[src/rtl/rf_pkg.sv]
package rf_pkg;
  localparam int RF_DEF_DATA_W = 8;
  localparam int RF_DEF_DEPTH  = 16;

  // Where a read port takes its value from in the current cycle
  typedef enum logic {
    SRC_STORE  = 1'b0,
    SRC_BYPASS = 1'b1
  } rd_src_e;
endpackage

[src/rtl/rf_storage.sv]
module rf_storage #(
  parameter int DATA_W = 8,
  parameter int DEPTH  = 16,
  parameter int ADDR_W = $clog2(DEPTH)
) (
  input  logic              clk,
  input  logic              rst,
  input  logic              wr_fire,
  input  logic [ADDR_W-1:0] wr_addr,
  input  logic [DATA_W-1:0] wr_data,
  output logic [DATA_W-1:0] regs_q [DEPTH]
);
  for (genvar g = 0; g < DEPTH; g++) begin : g_reg
    localparam logic [ADDR_W-1:0] MY_ADDR = ADDR_W'(g);
    always_ff @(posedge clk) begin
      if (rst)
        regs_q[g] <= '0;
      else if (wr_fire && (wr_addr == MY_ADDR))
        regs_q[g] <= wr_data;
    end
  end
endmodule

[src/rtl/rf_read_port.sv]
module rf_read_port
  import rf_pkg::*;
#(
  parameter int DATA_W = 8,
  parameter int DEPTH  = 16,
  parameter int ADDR_W = $clog2(DEPTH)
) (
  input  logic [DATA_W-1:0] regs_q [DEPTH],
  input  logic [ADDR_W-1:0] rd_addr,
  input  logic              wr_fire,
  input  logic [ADDR_W-1:0] wr_addr,
  input  logic [DATA_W-1:0] wr_data,
  output logic [DATA_W-1:0] rd_data
);
  rd_src_e           src;
  logic [DATA_W-1:0] stored;

  always_comb begin
    stored = '0;
    for (int i = 0; i < DEPTH; i++)
      if (rd_addr == ADDR_W'(i)) stored = regs_q[i];
  end

  assign src = (wr_fire && (wr_addr == rd_addr)) ? SRC_BYPASS : SRC_STORE;

  always_comb begin
    unique case (src)
      SRC_BYPASS: rd_data = wr_data;
      default:    rd_data = stored;
    endcase
  end
endmodule

[src/rtl/regfile_bypass.sv]
module regfile_bypass #(
  parameter int DATA_W = rf_pkg::RF_DEF_DATA_W,
  parameter int DEPTH  = rf_pkg::RF_DEF_DEPTH,
  parameter int ADDR_W = $clog2(DEPTH)
) (
  input  logic              clk,
  input  logic              rst,
  input  logic [ADDR_W-1:0] rd_addr_a,
  output logic [DATA_W-1:0] rd_data_a,
  input  logic [ADDR_W-1:0] rd_addr_b,
  output logic [DATA_W-1:0] rd_data_b,
  input  logic              wr_en,
  input  logic [ADDR_W-1:0] wr_addr,
  input  logic [DATA_W-1:0] wr_data
);
  localparam int NPORTS = 2;

  logic              wr_fire;
  logic [DATA_W-1:0] regs_q [DEPTH];
  logic [ADDR_W-1:0] rd_addr [NPORTS];
  logic [DATA_W-1:0] rd_data [NPORTS];

  assign wr_fire    = wr_en && !rst;
  assign rd_addr[0] = rd_addr_a;
  assign rd_addr[1] = rd_addr_b;
  assign rd_data_a  = rd_data[0];
  assign rd_data_b  = rd_data[1];

  rf_storage #(.DATA_W(DATA_W), .DEPTH(DEPTH), .ADDR_W(ADDR_W)) u_store (
    .clk     (clk),
    .rst     (rst),
    .wr_fire (wr_fire),
    .wr_addr (wr_addr),
    .wr_data (wr_data),
    .regs_q  (regs_q)
  );

  for (genvar p = 0; p < NPORTS; p++) begin : g_port
    rf_read_port #(.DATA_W(DATA_W), .DEPTH(DEPTH), .ADDR_W(ADDR_W)) u_rd (
      .regs_q  (regs_q),
      .rd_addr (rd_addr[p]),
      .wr_fire (wr_fire),
      .wr_addr (wr_addr),
      .wr_data (wr_data),
      .rd_data (rd_data[p])
    );
  end
endmodule

[config.mk]
export PLATFORM = sky130hd
export DESIGN_NAME = regfile_bypass
export DESIGN_NICKNAME = d
export VERILOG_FILES = /design/src/rtl/rf_pkg.sv /design/src/rtl/rf_storage.sv /design/src/rtl/rf_read_port.sv /design/src/rtl/regfile_bypass.sv
export SDC_FILE = /design/constraint.sdc
export NUM_CORES = 1
export LEC_CHECK = 0
export BUFFER_PORTS_ARGS = -buffer_cell sky130_fd_sc_hd__clkbuf_2
export CAP_MARGIN = 0
export CORE_ASPECT_RATIO = 1.1
export CORE_MARGIN = 2
export CORE_UTILIZATION = 35
export CTS_CLUSTER_SIZE = 12
export DETAILED_ROUTE_END_ITERATION = 8
export HOLD_SLACK_MARGIN = 0.08
export SLEW_MARGIN = 20
export SYNTH_ARGS = -nofsm -noshare
export SYNTH_HDL_FRONTEND = slang
export SYNTH_HIERARCHICAL = 1
export SYNTH_SLANG_ARGS = --single-unit
[constraint.sdc]
create_clock -name clk -period 3.6 [get_ports clk]
set_input_delay 0.18 -clock clk [delete_from_list [all_inputs] [get_ports clk]]
set_output_delay 0.18 -clock clk [all_outputs]
set_load 0.005 [all_outputs]
==> key figures, run 1 <==
Drt
  – Vias: 7022
  – WL/cell: 22.5 um
  – Via density: 5.81
  – Drt drc: 0
  – Router iterations before antenna repair: 5
  – DR WL met3: 2060 um
  – Met1 WL: 11400 um
  – Routed wire length on met2: 12400 um
  – Antenna viol nets, final: 0
  – Detailed Route WL: 27200 um
  – Highest Signal Layer: met5
  – 1st-iter DRT viols: 663

Setup path
  – CP startpoint: rd_addr_a[2]
  – Launch point of the worst reg-to-reg path: u_store/regs_q[18]
  – Startpoint types: input port
  – Setup crit end kind: primary output
  – WP data required: 3.42 ns
  – Arrival time worst endpoint: 2.44 ns
  – Reg2reg setup slack: 2.87 ns
  – Path type of the worst setup path: in -> out
  – Crit path max fanout: 33

Pwr
  – Logic pwr share: 0.123
  – Sw frac: 0.257
  – Clock power frac: 0.489
  – Lkg Pwr: 4.06 nW
  – Total power: 3.70 mW
  – Internal power: 2.75 mW
  – Pwr dens: 406 nW/um^2
  – Net switching power: 0.952 mW
  – Worst VDD drop: 0.000309 V
  – Sequential group share of total power: 0.388

Timing
  – Fin. max-slew vios: 0
  – Final hold vios: 0
  – Fmax: 381 MHz
  – Max_slew headroom: 0.404
  – Final setup fails: 0
  – Worst-margin pin slew: 0.871 ns
  – Total negative slack: 0 ns
  – RSZ-0062 raised after global routing: false
  – Clock skew: 0 ns
  – Final WS setup: 0.978 ns
  – Final Cycle Share: 0.728
  – Fin crit period: 2.62 ns

Floorplanning
  – I/O pins: 39
  – Row count: 59
  – Die W: 151 um
  – Die area: 25000 um^2
  – DIE HEIGHT: 166 um
  – Core Box Area: 23500 um^2
  – Initial Util: 0.354

Synth
  – Most common cell in the synthesized netlist: mux2i_1
  – Syn nets: 921
  – Seq/Total Area, Yosys: 0.309
  – Synth Area per Inst: 9.24 um^2
  – Post-Syn Instances: 898
  – #FFs+latches synth: 128
  – EDFF count, synth: 0
  – Post-synth top area cell: dfxtp_1
  – Synth cell types: 65
  – Async set or reset register ratio after synthesis: 0
  – Synth cell count leaders: mux2i_1 (174), nand2b_1 (146), dfxtp_1 (128)
  – Synth area leaders: dfxtp_1 (31%), mux2i_1 (21%), nand2b_1 (11%)
  – Synth warn: 6
  – Synthesized area: 8300 um^2
  – Yosys top cell area share: 0.309
  – Main synth FF type: dfxtp_1

Placement
  – Post-Place Worst Slack: 1.14 ns
  – Placer congestion estimate: 0.942
  – Port Buffers: 38
  – Hpwl dp: 18700 um

Clock tree
  – H-tree depth: 4
  – CTS root buffer: clkbuf_16
  – # hold bufs at CTS: 0
  – Clock Latency Late Sink: 0.42 ns
  – Clock Path Buffers: 2
  – Post-cts resize count: 0
  – Setup bufs post-CTS: 0
  – CTS Sinks: 128
  – Clock transition at path regs: 0.06 ns
  – CTS tree: done
  – Total CTS buffers: 17

GRT
  – Total routing usage reported by global routing: 0.224
  – Vias in the first global route: 7028
  – Grt ovf: 0
  – First-pass GRT wire length: 41800 um
  – Largest net degree at the start of global routing: 75
  – Initial antenna violation count: 2

Final layout
  – Max reg flops: 128
  – Largest reg by FF count: u_store/regs_q
  – NumNets Final: 913
  – Fillcell total: 2358
  – Largest regs: u_store/regs_q x128
  – Layout cells sized above 1: 0.145
  – Ant diodes: 0
  – Synthesis-to-layout area growth: 9.92%

Worst hold path
  – Worst hold start: wr_addr[0]
  – Min-Delay Path Class: in -> reg

Status
  – Status: complete, no violations

Run
  – # Max-Cap Violations: 0
## worst paths after layout
check / endpoint / depth (start not counted)
max reg2reg: u_store/regs_q[18] / 2
max: rd_data_a[6] / 7
min reg2reg: u_store/regs_q[103] / 2
min: u_store/regs_q[4] / 3
## cell families after synthesis
| group | after synthesis | synth area share |
|---|---|---|
| AOI/OAI and AO/OA | 172 | 0.144 |
| xor gates and xnor gates | 8 | 0.00844 |
| buffers and inverters | 94 | 0.0662 |
| DFF | 128 | 0.309 |
| muxes | 196 | 0.256 |
| and+or+nand+nor | 300 | 0.216 |
## per-layer routing
layer,vias up,global-route usage
met2,299,0.358
met4,4,0.119
met5,-,0
met1,3414,0.280
met3,73,0.0500
li1,3232,-
## worst max-delay path, cell delays in order
cell       delay (ns)
clkbuf_2         0.44
inv_2            0.42
a21oi_1          0.07
a2111oi_0        0.74
o32a_1           0.30
o31a_1           0.15
clkbuf_2         0.12
## power groups by stage
stage / logic (mW) / registers (mW) / clock network (mW)
2_1_floorplan: 0.319 / 1.46 / 0
3_3_place_gp: 0.444 / 1.47 / 0
3_5_place_dp: 0.444 / 1.47 / 0
4_1_cts: 0.446 / 1.44 / 1.84
5_1_grt: 0.480 / 1.44 / 1.91
6_report: 0.454 / 1.44 / 1.81
## cell type report
cell class / count / area, um^2 / share of cell area
Clock buffer: 23 / 488 / 0.0535
Clock inverter: 9 / 130 / 0.0143
Inverter: 10 / 37.5 / 0.00411
Multi-Input combinational cell: 676 / 5190 / 0.569
Sequential cell: 128 / 2560 / 0.281
Tap cell: 305 / 382 / 0.0418
Timing Repair Buffer: 57 / 335 / 0.0367
## placed cells by master, fill, tap and decap left out, drive strengths merged, types with 12 or more instances in the layout
cell type / netlist / routed
o21ai: 26 / 26
clkbuf: 26 / 58
a21oi: 34 / 34
buf: 58 / 22
a31oi: 12 / 12
mux2: 12 / 12
a221oi: 14 / 14
nand2b: 146 / 146
mux2i: 174 / 174
nand2: 48 / 48
o211ai: 12 / 12
nor2b: 21 / 21
dfxtp: 128 / 128
nor2: 31 / 31
nor3: 12 / 12
## stage by stage
step | std cells | hold slack (ns) | util | area, um^2
2_1_floorplan | 898 | 0.450 | - | 8300
3_3_place_gp | 1176 | 0.470 | 0.362 | 8510
3_5_place_dp | 1176 | 0.478 | 0.362 | 8510
4_1_cts | 1208 | 0.398 | 0.389 | 9130
5_1_grt | 1208 | 0.418 | 0.389 | 9130
6_report | 1208 | 0.402 | 0.389 | 9130
No activity file was read; power rests on OpenSTA's default activity.
==> run 2: changes to the inputs <==
==> constraint.sdc (replaced) <==
create_clock -name clk -period 2.6 [get_ports clk]
set_input_delay 0.13 -clock clk [delete_from_list [all_inputs] [get_ports clk]]
set_output_delay 0.13 -clock clk [all_outputs]
set_load 0.005 [all_outputs]
==> run 2 against run 1 <==
Net effect:
- worst setup slack lost 0.82 ns
- sequential power rose by 38%
- worst hold slack lost 0.18 ns
- sequential share of layout area decreased by 0.27 points
- power grew 32%
- critical path depth decreased by 1
- final area is 0.97% higher
- first-iteration DRC count increased by 5.0%
- cell count grew 1.5%
==> key figures, run 2 (synthesis gave the netlist of run 1 again) <==
Setup path
  – Worst-path cell chain: mux2_2 -> a221oi_1 -> nor2_1 -> nor4_1 -> o41ai_1 -> clkbuf_2
  – CP peak stage delay: 0.48 ns
  – Path type of the worst setup path: reg -> out
  – Launch point of the worst reg-to-reg path: u_store/regs_q[33]
  – WP data required: 2.47 ns
  – Setup crit end kind: primary output
  – Slowest-stage cell, CP: nor4_1
  – Arrival time worst endpoint: 2.31 ns
  – Crit path max fanout: 5
  – Startpoint types: flop
  – CP startpoint: u_store/regs_q[33]

Final layout
  – Layout cells sized above 1: 0.161
  – NumNets Final: 932
  – Commonest non-fill, non-tap cell in the layout: mux2i_1
  – Ant diodes: 0
  – Max reg flops: 128
  – Most frequent cells in the layout: mux2i_1 (174), nand2b_1 (146), dfxtp_1 (128)
  – Largest reg by FF count: u_store/regs_q
  – Sequential cell area: 2560 um^2
  – Fillcell total: 2377
  – Largest regs: u_store/regs_q x128
  – Multi-input gate area: 5190 um^2
  – Finished Layout Cells: 1226
  – Synthesis-to-layout area growth: 11.0%

Drt
  – 1st-iter DRT viols: 696
  – WL/cell: 22.8 um
  – Via density: 5.81
  – Detailed Route WL: 28000 um
  – Drt drc: 0
  – Antenna viol nets, final: 0
  – Router iterations before antenna repair: 5
  – Vias: 7129

Clock tree
  – Setup bufs post-CTS: 0
  – Clock transition at path regs: 0.06 ns
  – CTS tree: done
  – Clock Latency Late Sink: 0.42 ns
  – # hold bufs at CTS: 0
  – CTS Sinks: 128
  – Post-cts resize count: 0
  – CTS root buffer: clkbuf_16
  – H-tree depth: 4
  – Clock Path Buffers: 2
  – Total CTS buffers: 17

Pwr
  – Net switching power: 1.33 mW
  – Worst VDD drop: 0.000473 V
  – Sw frac: 0.272
  – Lkg Pwr: 4.11 nW
  – Internal power: 3.55 mW
  – Sequential group share of total power: 0.408
  – Logic pwr share: 0.135
  – Clock power frac: 0.457
  – Pwr dens: 529 nW/um^2

Placement
  – Placer congestion estimate: 0.913
  – Hpwl dp: 19500 um
  – Port Buffers: 38
  – Placed Cells: 1195
  – Post-Place Worst Slack: 0.343 ns

Timing
  – Fin. max-slew vios: 0
  – Final setup fails: 0
  – Clock skew: 0 ns
  – Total negative slack: 0 ns
  – Final hold vios: 0
  – RSZ-0062 raised after global routing: false
  – Max_slew headroom: 0.407
  – Fin crit period: 2.44 ns
  – Final Cycle Share: 0.939
  – Worst-margin pin slew: 0.890 ns
  – Final WS setup: 0.159 ns
  – Fmax: 410 MHz

GRT
  – Initial antenna violation count: 0
  – Largest net degree at the start of global routing: 61
  – First-pass GRT wire length: 42200 um
  – Total routing usage reported by global routing: 0.227
  – Grt ovf: 0
  – Vias in the first global route: 7090

Worst hold path
  – Worst hold start: rst
  – Min-Delay Path Class: in -> reg

Floorplanning
  – Die area: 25000 um^2
  – Initial Util: 0.354
  – Row count: 59
  – DIE HEIGHT: 166 um
  – Core Box Area: 23500 um^2
  – I/O pins: 39
  – Die W: 151 um

Status
  – Status: complete, no violations

Run
  – # Max-Cap Violations: 0
run 2: final cells by class:
| cell class | count | area share |
|---|---|---|
| clock inverters | 10 | 0.00964 |
| clock buffers | 21 | 0.0489 |
| repair buffers | 76 | 0.0546 |
| multi-input cells | 676 | 0.563 |
| inverters | 10 | 0.00407 |
| well taps | 305 | 0.0414 |
| flip-flops and latches | 128 | 0.278 |
run 2: final timing paths:
| kind | slack, ns | endpoint | depth (start not counted) |
|---|---|---|---|
| worst max-delay path | 0.16 | rd_data_b[1] | 6 |
| worst min-delay path | 0.22 | u_store/regs_q[124] | 3 |
| worst max register to register | 1.85 | u_store/regs_q[33] | 2 |
| worst min register to register | 0.49 | u_store/regs_q[12] | 2 |
run 2: power groups by stage:
stage	Clock, mW	Sequential (mW)	Combinational, mW
2_1_floorplan	0	2.03	0.442
5_1_grt	2.36	1.99	0.691
3_5_place_dp	0	2.03	0.641
3_3_place_gp	0	2.03	0.641
6_report	2.23	1.99	0.657
4_1_cts	2.28	1.99	0.644
run 2: critical path, delay by kind of cell (launching register included):
| kind | cells | cell delay [ns] |
|---|---|---|
| compound gates | 2 | 0.49 |
| mux | 1 | 0.29 |
| flops | 1 | 0.38 |
| buf+inv | 1 | 0.14 |
| simple gates | 2 | 0.57 |
run 2: layer usage:
layer | global-route usage | share of wire | vias to the layer above | routed length (um)
li1 | - | - | 3270 | -
met1 | 0.278 | 0.41 | 3440 | 11400
met2 | 0.372 | 0.47 | 332 | 13100
met3 | 0.0423 | 0.073 | 87 | 2040
met4 | 0.135 | 0.052 | 0 | 1460
met5 | 0 | 0 | - | 0
run 2: stage by stage:
stage / instance area (um^2) / hold WS, ns / total power [mW] / util
global placement: 8670 / 0.470 / 2.67 / 0.370
CTS: 9210 / 0.216 / 4.92 / 0.392
detailed placement: 8670 / 0.480 / 2.67 / 0.370
floorplan: 8300 / 0.350 / 2.47 / -
finish: 9210 / 0.218 / 4.88 / 0.392
global route: 9210 / 0.254 / 5.04 / 0.392
==> run 3: changes to the inputs <==
==> constraint.sdc (replaced) <==
create_clock -name clk -period 2.7 [get_ports clk]
set_input_delay 0.135 -clock clk [delete_from_list [all_inputs] [get_ports clk]]
set_output_delay 0.135 -clock clk [all_outputs]
set_load 0.005 [all_outputs]
==> run 3 against run 2 <==
Net effect:
- sequential power decreased by 4%
- count of clock-buffer cells in the layout decreased by 2
- power increased by 0.98%
- flip-flop and latch count unchanged
- non-clock buffer count decreased by 2
- clock skew unchanged
- register-to-register slack improved by 0.11 ns
- critical path depth unchanged
- wire length decreased by 2.5%
- sequential share of layout area decreased by 0.22 points
- die area unchanged
- final area increased by 0.80%
- critical path type unchanged
==> key figures, run 3 (synthesis gave the netlist of run 1 again) <==
Run
  – # Max-Cap Violations: 0

Timing
  – Fin. max-slew vios: 0
  – Worst-margin pin slew: 0.782 ns
  – Fin crit period: 2.61 ns
  – Final setup fails: 0
  – Fmax: 383 MHz
  – Final WS setup: 0.0900 ns
  – Final Cycle Share: 0.967
  – RSZ-0062 raised after global routing: false
  – Final hold vios: 0
  – Total negative slack: 0 ns
  – Clock skew: 0 ns
  – Max_slew headroom: 0.478

Final layout
  – Layout cells sized above 1: 0.162
  – NumNets Final: 930
  – Fillcell total: 2309
  – Synthesis-to-layout area growth: 11.9%
  – Commonest non-fill, non-tap cell in the layout: mux2i_1
  – Finished Layout Cells: 1225
  – Max reg flops: 128
  – Ant diodes: 0
  – Largest regs: u_store/regs_q x128
  – Final Cell Area: 9290 um^2
  – Most frequent cells in the layout: mux2i_1 (174), nand2b_1 (146), dfxtp_1 (128)
  – Largest reg by FF count: u_store/regs_q

Drt
  – Router iterations before antenna repair: 7
  – Vias: 7058
  – 1st-iter DRT viols: 575
  – Antenna viol nets, final: 0
  – Detailed Route WL: 27300 um
  – WL/cell: 22.3 um
  – Via density: 5.76
  – Drt drc: 0

Setup path
  – CP peak stage delay: 0.59 ns
  – Setup crit end kind: primary output
  – Crit path max-delay family: simple AND/OR/NAND/NOR gates
  – Slowest-stage cell, CP: nor4_1
  – Path type of the worst setup path: reg -> out
  – Buf/Inv on CP: 1
  – Worst-path cell chain: mux2_2 -> a221oi_1 -> nor2_1 -> nor4_1 -> o41ai_1 -> clkbuf_2
  – Crit path max fanout: 5
  – Startpoint types: flop
  – WP data required: 2.57 ns
  – Arrival time worst endpoint: 2.47 ns

Clock tree
  – Clock Latency Late Sink: 0.43 ns
  – # hold bufs at CTS: 0
  – CTS root buffer: clkbuf_16
  – Total CTS buffers: 17
  – Clock transition at path regs: 0.06 ns
  – Post-cts resize count: 0
  – H-tree depth: 4
  – Clock Path Buffers: 2
  – Setup bufs post-CTS: 0
  – CTS Sinks: 128
  – CTS tree: done

Placement
  – Hpwl dp: 18600 um
  – Post-Place Worst Slack: 0.319 ns
  – Placer congestion estimate: 0.905
  – Cell area after placement: 8680 um^2
  – Placed Cells: 1193
  – Port Buffers: 38

Floorplanning
  – Initial Util: 0.354
  – Die area: 25000 um^2
  – DIE HEIGHT: 166 um
  – Core Box Area: 23500 um^2
  – I/O pins: 39
  – Row count: 59
  – Die W: 151 um

GRT
  – Initial antenna violation count: 0
  – Grt ovf: 0
  – First-pass GRT wire length: 41500 um
  – Vias in the first global route: 6817
  – Largest net degree at the start of global routing: 137
  – Total routing usage reported by global routing: 0.224

Pwr
  – Worst VDD drop: 0.000380 V
  – Lkg Pwr: 4.14 nW
  – Sequential group share of total power: 0.389
  – Pwr dens: 530 nW/um^2
  – Logic pwr share: 0.129
  – Clock power frac: 0.482
  – Internal power: 3.60 mW
  – Sw frac: 0.270
  – Net switching power: 1.33 mW

Status
  – Status: complete, no violations

Worst hold path
  – Min-Delay Path Class: in -> reg
==> run 3: cell count changes in the layout (fill, tap and decap cells not counted) <==
cell / delta
nor4_2: +1
buf_4: -4
clkbuf_8: -1
clkinv_2: -1
clkbuf_1: -1
clkinv_4: +4
bufinv_16: +2
nor4_1: -1
clkinvlp_4: -2
buf_12: +2
==> run 3: area by class of cell <==
type	count	area, um^2	share of cell area
Inverter	10	37.5	0.00404
Multi-Input combinational cell	676	5200	0.559
Tap cell	305	382	0.0411
Clock buffer	19	433	0.0466
Timing Repair Buffer	74	513	0.0552
Clock inverter	13	164	0.0176
Sequential cell	128	2560	0.276
==> run 3: final timing paths <==
kind | to | from | cells after the start | slack, ns
worst min-delay path | u_store/regs_q[7] | wr_data[7] | 4 | 0.24
worst max register to register | u_store/regs_q[22] | u_store/regs_q[22] | 2 | 1.96
worst min register to register | u_store/regs_q[113] | u_store/regs_q[113] | 2 | 0.48
worst max-delay path | rd_data_b[1] | u_store/regs_q[33] | 6 | 0.09
==> run 3: power groups by stage <==
stage / clock [mW] / sequential [mW] / combinational [mW]
after floorplan: 0 / 1.95 / 0.426
after global placement: 0 / 1.96 / 0.622
after detailed placement: 0 / 1.96 / 0.623
after CTS: 2.41 / 1.91 / 0.625
after global routing: 2.49 / 1.92 / 0.671
final: 2.38 / 1.92 / 0.635
==> run 3: stage by stage <==
step / utilization / hold slack, ns / total power [mW]
after floorplan: - / 0.360 / 2.38
final: 0.396 / 0.239 / 4.92
after global routing: 0.396 / 0.260 / 5.07
after global placement: 0.370 / 0.467 / 2.58
after detailed placement: 0.370 / 0.473 / 2.58
after CTS: 0.395 / 0.225 / 4.95
==> run 3: tightest hold or removal path: cells and delay by family <==
kind	cells	cell delay, ns
multiplexers	1	0.13
AND/OR/NAND/NOR	1	0.05
buffers and inverters	2	0.31
==> run 3: per-layer routing <==
layer  vias up  wire, um  global-route usage
met3        57      1770              0.0473
met1      3422     11700               0.279
li1       3274         -                   -
met5         -         0                   0
met2       305     12800               0.373
met4         0      1030              0.0977
